`config.mk`:
```
export PLATFORM = sky130hd
export DESIGN_NAME = tear_sync_trigger
export DESIGN_NICKNAME = d
export VERILOG_FILES = /design/src/rtl/tear_sync_trigger.sv
export SDC_FILE = /design/constraint.sdc
export NUM_CORES = 1
export LEC_CHECK = 0
export BUFFER_PORTS_ARGS = -buffer_cell sky130_fd_sc_hd__buf_2
export CAP_MARGIN = 10
export CORE_ASPECT_RATIO = 0.9
export CORE_MARGIN = 10
export CORE_UTILIZATION = 63
export DETAILED_ROUTE_END_ITERATION = 8
export MAX_ROUTING_LAYER = met4
export PLACE_DENSITY = 0.85
export SYNTH_ARGS = -nofsm -noshare
export SYNTH_HDL_FRONTEND = slang
export SYNTH_SLANG_ARGS = --single-unit
```
`constraint.sdc`:
```
create_clock -name clk -period 5.96 [get_ports clk]
set_input_delay 1.49 -clock clk [delete_from_list [all_inputs] [get_ports clk]]
set_output_delay 1.49 -clock clk [all_outputs]
set_load 0.01 [all_outputs]
```
`src/rtl/tear_sync_trigger.sv`:
```
module tear_sync_trigger #(
  parameter int TW        = 6,
  parameter int LW        = 11,
  parameter int LINE_IN_W = 16,
  parameter int CNT_W     = 12
) (
  input  logic                 clk,
  input  logic                 rst_n,
  input  logic                 cfg_we,
  input  logic                 cfg_enable,
  input  logic [1:0]           cfg_mode,
  input  logic                 cfg_hs_pol,
  input  logic                 cfg_vs_pol,
  input  logic [TW-1:0]        cfg_hs_width,
  input  logic [TW-1:0]        cfg_vs_width,
  input  logic [LINE_IN_W-1:0] cfg_line,
  input  logic                 te_in,
  output logic                 trig,
  output logic                 cfg_err
);
  localparam logic [TW-1:0]        RUN_MAX  = {TW{1'b1}};
  localparam logic [CNT_W-1:0]     CNT_MAX  = {CNT_W{1'b1}};
  localparam logic [LINE_IN_W-1:0] LINE_MAX = LINE_IN_W'((2 ** LW) - 1);

  logic            en_q, hpol_q, vpol_q, seen_q, fired_q;
  logic [1:0]      mode_q;
  logic [TW-1:0]   hs_w_q, vs_w_q, hrun_q, vrun_q;
  logic [LW-1:0]   line_q;
  logic [CNT_W-1:0] lcnt_q;

  logic [TW-1:0] vs_min;
  logic          bad_wr;
  assign vs_min = (cfg_mode == 2'd1) ? TW'(4) : TW'(2);
  assign bad_wr = (cfg_mode == 2'd3) || (cfg_line > LINE_MAX) ||
                  (cfg_hs_width < TW'(2)) || (cfg_vs_width < vs_min) ||
                  (cfg_hs_width == cfg_vs_width);

  logic h_act, v_act, v_evt, h_evt;
  assign h_act = (te_in == hpol_q);
  assign v_act = (te_in == vpol_q);
  assign v_evt = !v_act && (vrun_q >= vs_w_q);
  assign h_evt = !h_act && (hrun_q >= hs_w_q) && !v_evt;

  logic [CNT_W-1:0] lcnt_inc, target;
  assign lcnt_inc = (lcnt_q == CNT_MAX) ? lcnt_q : lcnt_q + 1'b1;
  assign target   = (line_q == '0) ? CNT_W'(1) : CNT_W'(line_q);

  always_ff @(posedge clk) begin
    if (!rst_n) begin
      hrun_q <= '0;
      vrun_q <= '0;
    end else begin
      hrun_q <= h_act ? ((hrun_q == RUN_MAX) ? hrun_q : hrun_q + 1'b1) : '0;
      vrun_q <= v_act ? ((vrun_q == RUN_MAX) ? vrun_q : vrun_q + 1'b1) : '0;
    end
  end

  always_ff @(posedge clk) begin
    if (!rst_n) begin
      en_q    <= 1'b0;
      mode_q  <= 2'd0;
      hpol_q  <= 1'b1;
      vpol_q  <= 1'b1;
      hs_w_q  <= TW'(2);
      vs_w_q  <= TW'(4);
      line_q  <= '0;
      cfg_err <= 1'b0;
      seen_q  <= 1'b0;
      fired_q <= 1'b0;
      lcnt_q  <= '0;
      trig    <= 1'b0;
    end else begin
      trig <= 1'b0;
      if (cfg_we) begin
        cfg_err <= bad_wr;
        if (!bad_wr) begin
          en_q    <= cfg_enable;
          mode_q  <= cfg_mode;
          hpol_q  <= cfg_hs_pol;
          vpol_q  <= cfg_vs_pol;
          hs_w_q  <= cfg_hs_width;
          vs_w_q  <= cfg_vs_width;
          line_q  <= LW'(cfg_line);
          seen_q  <= 1'b0;
          fired_q <= 1'b0;
          lcnt_q  <= '0;
          trig    <= cfg_enable && (cfg_mode == 2'd0);
        end
      end else if (en_q && mode_q != 2'd0) begin
        if (v_evt) begin
          seen_q <= 1'b1;
          lcnt_q <= '0;
          if (mode_q == 2'd2 && line_q == '0) begin
            trig    <= 1'b1;
            fired_q <= 1'b1;
          end else begin
            fired_q <= 1'b0;
          end
        end else if (h_evt && seen_q) begin
          lcnt_q <= lcnt_inc;
          if (lcnt_inc == target && !fired_q) begin
            trig    <= 1'b1;
            fired_q <= 1'b1;
          end
        end
      end
    end
  end

  assert_trig_single_R7: assert property (@(posedge clk) disable iff (!rst_n)
    trig |=> !trig);
  assert_trig_needs_enable_R11: assert property (@(posedge clk) disable iff (!rst_n)
    trig |-> en_q);
  assert_hs_floor_R1: assert property (@(posedge clk) disable iff (!rst_n)
    (cfg_we && cfg_hs_width < TW'(2)) |=> (cfg_err && $stable(hs_w_q)));
  assert_equal_width_R3: assert property (@(posedge clk) disable iff (!rst_n)
    (cfg_we && cfg_hs_width == cfg_vs_width) |=> cfg_err);
  assert_line_range_R4: assert property (@(posedge clk) disable iff (!rst_n)
    (cfg_we && cfg_line > LINE_MAX) |=> (cfg_err && $stable(line_q)));
  assert_mode1_vs_floor_R2: assert property (@(posedge clk) disable iff (!rst_n)
    (cfg_we && cfg_mode == 2'd1 && cfg_vs_width < TW'(4)) |=> cfg_err);
  assert_write_drops_pulse_R12: assert property (@(posedge clk) disable iff (!rst_n)
    (cfg_we && !(cfg_enable && cfg_mode == 2'd0)) |=> !trig);
endmodule

```
Yosys cells after proc, flatten, opt, wreduce, memory -nomap -nowiden
Index checks and enable logic that the tools add are counted.

Bits of input ports: 37. Register bits after elaboration: 56. Bits in writable memories: 0. Bits in latches: 0. Memory bits (read-only): 0. Memories: 0.

Reductions and logical operators: 29. $lt $le $gt $ge: 5. $mul: 0. Shift-type cells: 0. Div/mod/pow operators: 0. Mux-type cells: 24. Add/subtract/negate cells: 3. Bitwise operators: 1. Equality and inequality tests: 11.

Operators with widths (count): $mux W12 (6); $gt A16 B11 Y1 const B (1); $mux W1 (16); $add A12 B1 Y12 const B (1); $add A6 B1 Y6 const B (2); $eq A12 B11 Y1 (1); $eq A12 B12 Y1 const B (1); $eq A6 B6 Y1 const B (2); $ge A6 B6 Y1 (2); $logic_not A11 Y1 (1); $mux W11 (1); $logic_and A1 B1 Y1 (8); $eq A6 B6 Y1 (1); $lt A6 B2 Y1 const B (1); $lt A6 B3 Y1 (1); $reduce_and A2 Y1 (3); $reduce_and A3 Y1 (2); $reduce_bool A2 Y1 (3); $reduce_bool A3 Y1 (2); $eq A2 B2 Y1 const B (2); $logic_not A1 Y1 (4); $logic_or A1 B1 Y1 (4); $reduce_and A4 Y1 (1); $mux W3 (1); other kinds (5) (6).

Longest topological paths before layout
Depth after elaboration: 10. Mapped depth: 10. Depth with buffers taken out: 10.

Worst setup path before layout
No wires, ideal clock.

Kind: input-to-reg. Start: input cfg_mode[0]. End: register lcnt_q[1]. Path slack: 2863 ps. Stages: 10. Arrival time: 2974 ps. Setup time: 123 ps. Buffers on the path: 1. Data required time: 5837 ps. Cell sequence: nor2b_1 inv_1 ha_1 o21ai_0 a21oi_1 nand3b_1 a32o_1 buf_2 a21oi_1 o22ai_1.

Word-level cells in the longest chain between the ends: 7. Elaborated cells on any way between the ends: 10.

Ends and longest elaborated chain: start, declared (line 11) `input logic [1:0] cfg_mode,`; $eq A2 B1 Y1 / $eq A2 B2 Y1 (equally long branches) (line 33, 34); $mux W3 / $logic_or A1 B1 Y1 (equally long branches) (line 33, 34); $lt A6 B3 Y1 / $logic_or A1 B1 Y1 (equally long branches) (line 35, 34); $logic_or A1 B1 Y1 (*) (2 in a row) (line 35) `(cfg_hs_width < TW'(2)) || (cfg_vs_width < vs_min) ||`; $ne A2 B2 Y1 (no line) (*); $reduce_and A3 Y1 (no line) (*); end signal, assigned (line 100) `lcnt_q <= lcnt_inc;`; end, declared (line 29) `logic [CNT_W-1:0] lcnt_q;`.

Every way passes the cells marked *; elsewhere a longest branch is shown, timed or not. A chain may end at the register's enable or synchronous reset.

Worst setup path after layout
Start: input cfg_mode[0]. End: register lcnt_q[11].

The elaborated chain is that of the path after synthesis.

==> summary.txt <==
Startpoint types -> primary input
Final setup fails -> 0
Peak supply drop -> 0.000167 V
Initial core utilization -> 0.656
Largest net degree at the start of global routing -> 35
Netlist cell types -> 53
Post-DRT Antenna Nets -> 0
Die Ht -> 87.5 µm
Critical path required time -> 6.15 ns
Area grow syn2layout -> 10.0%
Final net count -> 460
First-pass DRT Iterations -> 5
Fin crit period -> 3.08 ns
Crit Path Max Fanout -> 11
Die area -> 0.00832 mm²
Final Max Tran Viols -> 0
Vias in the first global route -> 2693
Layout cells sized above 1 -> 0.147
Power Density -> 185 mW/mm²
PnR Total Power -> 0.649 mW
Min-Delay Path Class -> flip-flop to flip-flop
First-pass GRT wire length -> 12200 µm
Post-route DRC -> 0
Post-synth EDFFs -> 0
Least-Margin Pin Slew -> 0.679 ns
# Max-Cap Violations -> 0
Unrepaired setup endpoints after global routing -> no
F_max -> 0.325 GHz
Initial antenna violation count -> 0
Post-synthesis sequential area ratio -> 0.351
Ys flop type -> dfxtp_1
# Post-CTS Setup Buffers -> 0
CTS Hold Bufs -> 0
Routed length per instance -> 15.4 µm
Fin util -> 0.722
DR vias/cell -> 5.97
DPL Wire Length -> 5480 µm
Worst Skew -> 0.00759 ns
Post-Route WL -> 7300 µm
Root buffer cell -> clkbuf_8
Core area -> 0.00486 mm²
Die Width -> 95.0 µm
Ports -> 39
Pre-CTS setup slack -> 2.58 ns
Final TNS setup -> 0 ns
CTS Buf Count -> 5
Setup CP Type -> primary input to flip-flop
Iter 0 DRT Violations -> 198
Cells after synthesis -> 375
Share of flip-flops with an asynchronous set or reset -> 0
Status -> finished clean
Pleak -> 1.56 nW
Clock-pin slew on the worst setup and hold paths -> 0.10 ns
Clock Latency Late Sink -> 0.31 ns
Worst Setup End Kind -> flip-flop
GPL Wtd Cong -> 0.920
Total track usage -> 0.184
Post-cts gate resize count -> 0
Yosys warns -> 0
Vias -> 2826
CTS tree -> yes
Worst Setup Slack, final -> 2.88 ns
Max clock buf depth -> 2
Syn Std Cell Area -> 0.00319 mm²
Worst rel slew slack -> 0.544
Std-Cell Rows -> 24
Total clock sinks -> 56
Syn nets -> 428
Syn avg cell area -> 8.51 µm²
H-tree Lvls -> 2
IO Port Bufs -> 38
Seq cells post-synth -> 56
Worst Path Arrival -> 3.27 ns
Aggregate global routing overflow -> 0
Diodes inserted -> 0
Crit share post-route -> 0.516
Final Hold Viols -> 0
[worst max-delay path: stages]
cell and delay [ns]:
buf_2 0.11, nor2b_1 0.19, inv_1 0.07, ha_1 0.26, o21ai_0 0.07, a21oi_1 0.18
nand3b_1 0.12, a32o_1 0.37, a21o_1 0.21, a22oi_1 0.13, nor2_1 0.06
[logic make-up after synthesis]
| kind of cell | share of synthesized area |
|---|---|
| compound gates | 0.151 |
| xor+xnor | 0.0686 |
| fa+ha+maj | 0.0627 |
| buf+inv | 0.0459 |
| flops | 0.351 |
| mux | 0.101 |
| simple gates | 0.220 |
[state kept, by name, summed over array words and instances, names as in the netlist]
register,count
vrun_q,6
fired_q,1
vpol_q,1
mode_q,2
cfg_err,1
hrun_q,6
lcnt_q,12
en_q,1
vs_w_q,6
trig,1
seen_q,1
hpol_q,1
line_q,11
hs_w_q,6
[cells in the final DEF, fill, tap and decap left out, drive strengths merged, types with 4 or more instances in the layout]
cell type | synthesis | final
a21oi | 21 | 21
a22oi | 5 | 5
a31oi | 5 | 5
and3 | 5 | 5
buf | 8 | 41
clkbuf | 8 | 6
dfxtp | 56 | 56
ha | 16 | 16
inv | 19 | 20
mux2i | 31 | 31
nand2 | 29 | 29
nand2b | 5 | 5
nand3 | 14 | 14
nand4 | 5 | 5
nor2 | 41 | 41
nor3 | 11 | 11
nor4 | 6 | 6
o211ai | 4 | 4
o21a | 4 | 4
o21ai | 15 | 15
xnor2 | 18 | 18
xor2 | 7 | 7
[power by group]
group	internal (mW)	switching, mW
Clock	0.0954	0.127
Combinational	0.0213	0.0247
Sequential	0.377	0.00275
[per-stage QoR]
stage	cells	hold slack, ns	cell area, µm²
4_1_cts	473	0.512	3510
2_1_floorplan	375	0.445	3190
5_1_grt	473	0.546	3510
3_5_place_dp	465	0.481	3410
3_3_place_gp	465	0.460	3410
6_report	473	0.506	3510
[layer usage]
metal / track usage / wire length, µm
met1: 0.247 / 3580
met2: 0.277 / 3190
met3: 0.0319 / 460
met4: 0.0476 / 76
met5: - / 0
[synth_stat cells, types with 4 or more instances]
cell	n	area share
inv_1	19	0.022
o211ai_1	4	0.0094
nand2_1	28	0.033
ha_1	16	0.063
mux2i_1	31	0.097
nor3_1	11	0.017
nand3_1	13	0.020
nand2b_1	5	0.0098
o21ai_0	15	0.024
nor2_1	41	0.048
dfxtp_1	56	0.35
xnor2_1	18	0.049
a22oi_1	4	0.0094
nand4_1	4	0.0078
xor2_1	7	0.019
and3_1	5	0.0098
a21oi_1	21	0.033
o21a_1	4	0.0094
a31oi_1	5	0.0098
clkbuf_1	7	0.0082
buf_2	8	0.013
nor4_1	5	0.0098
[final timing paths]
path | start | to | slack [ns] | depth (start not counted)
max | cfg_mode[0] | lcnt_q[11]$_SDFFE_PN0P_ | 2.88 | 11
min | hpol_q$_SDFFE_PN1P_ | hpol_q$_SDFFE_PN1P_ | 0.51 | 2
max reg2reg | lcnt_q[0]$_SDFFE_PN0P_ | trig$_SDFF_PN0_ | 2.99 | 9
min reg2reg | hpol_q$_SDFFE_PN1P_ | hpol_q$_SDFFE_PN1P_ | 0.51 | 2
[final cells by class]
| cell class | count | area, µm² |
|---|---|---|
| timing repair buffer | 41 | 213 |
| multi-input combinational | 283 | 1920 |
| inverter | 20 | 75.1 |
| fill | 408 | 1350 |
| sequential | 56 | 1120 |
| clock buffer | 6 | 82.6 |
| tap | 65 | 81.3 |
| clock inverter | 2 | 13.8 |
(Power assumes the default switching activity.)
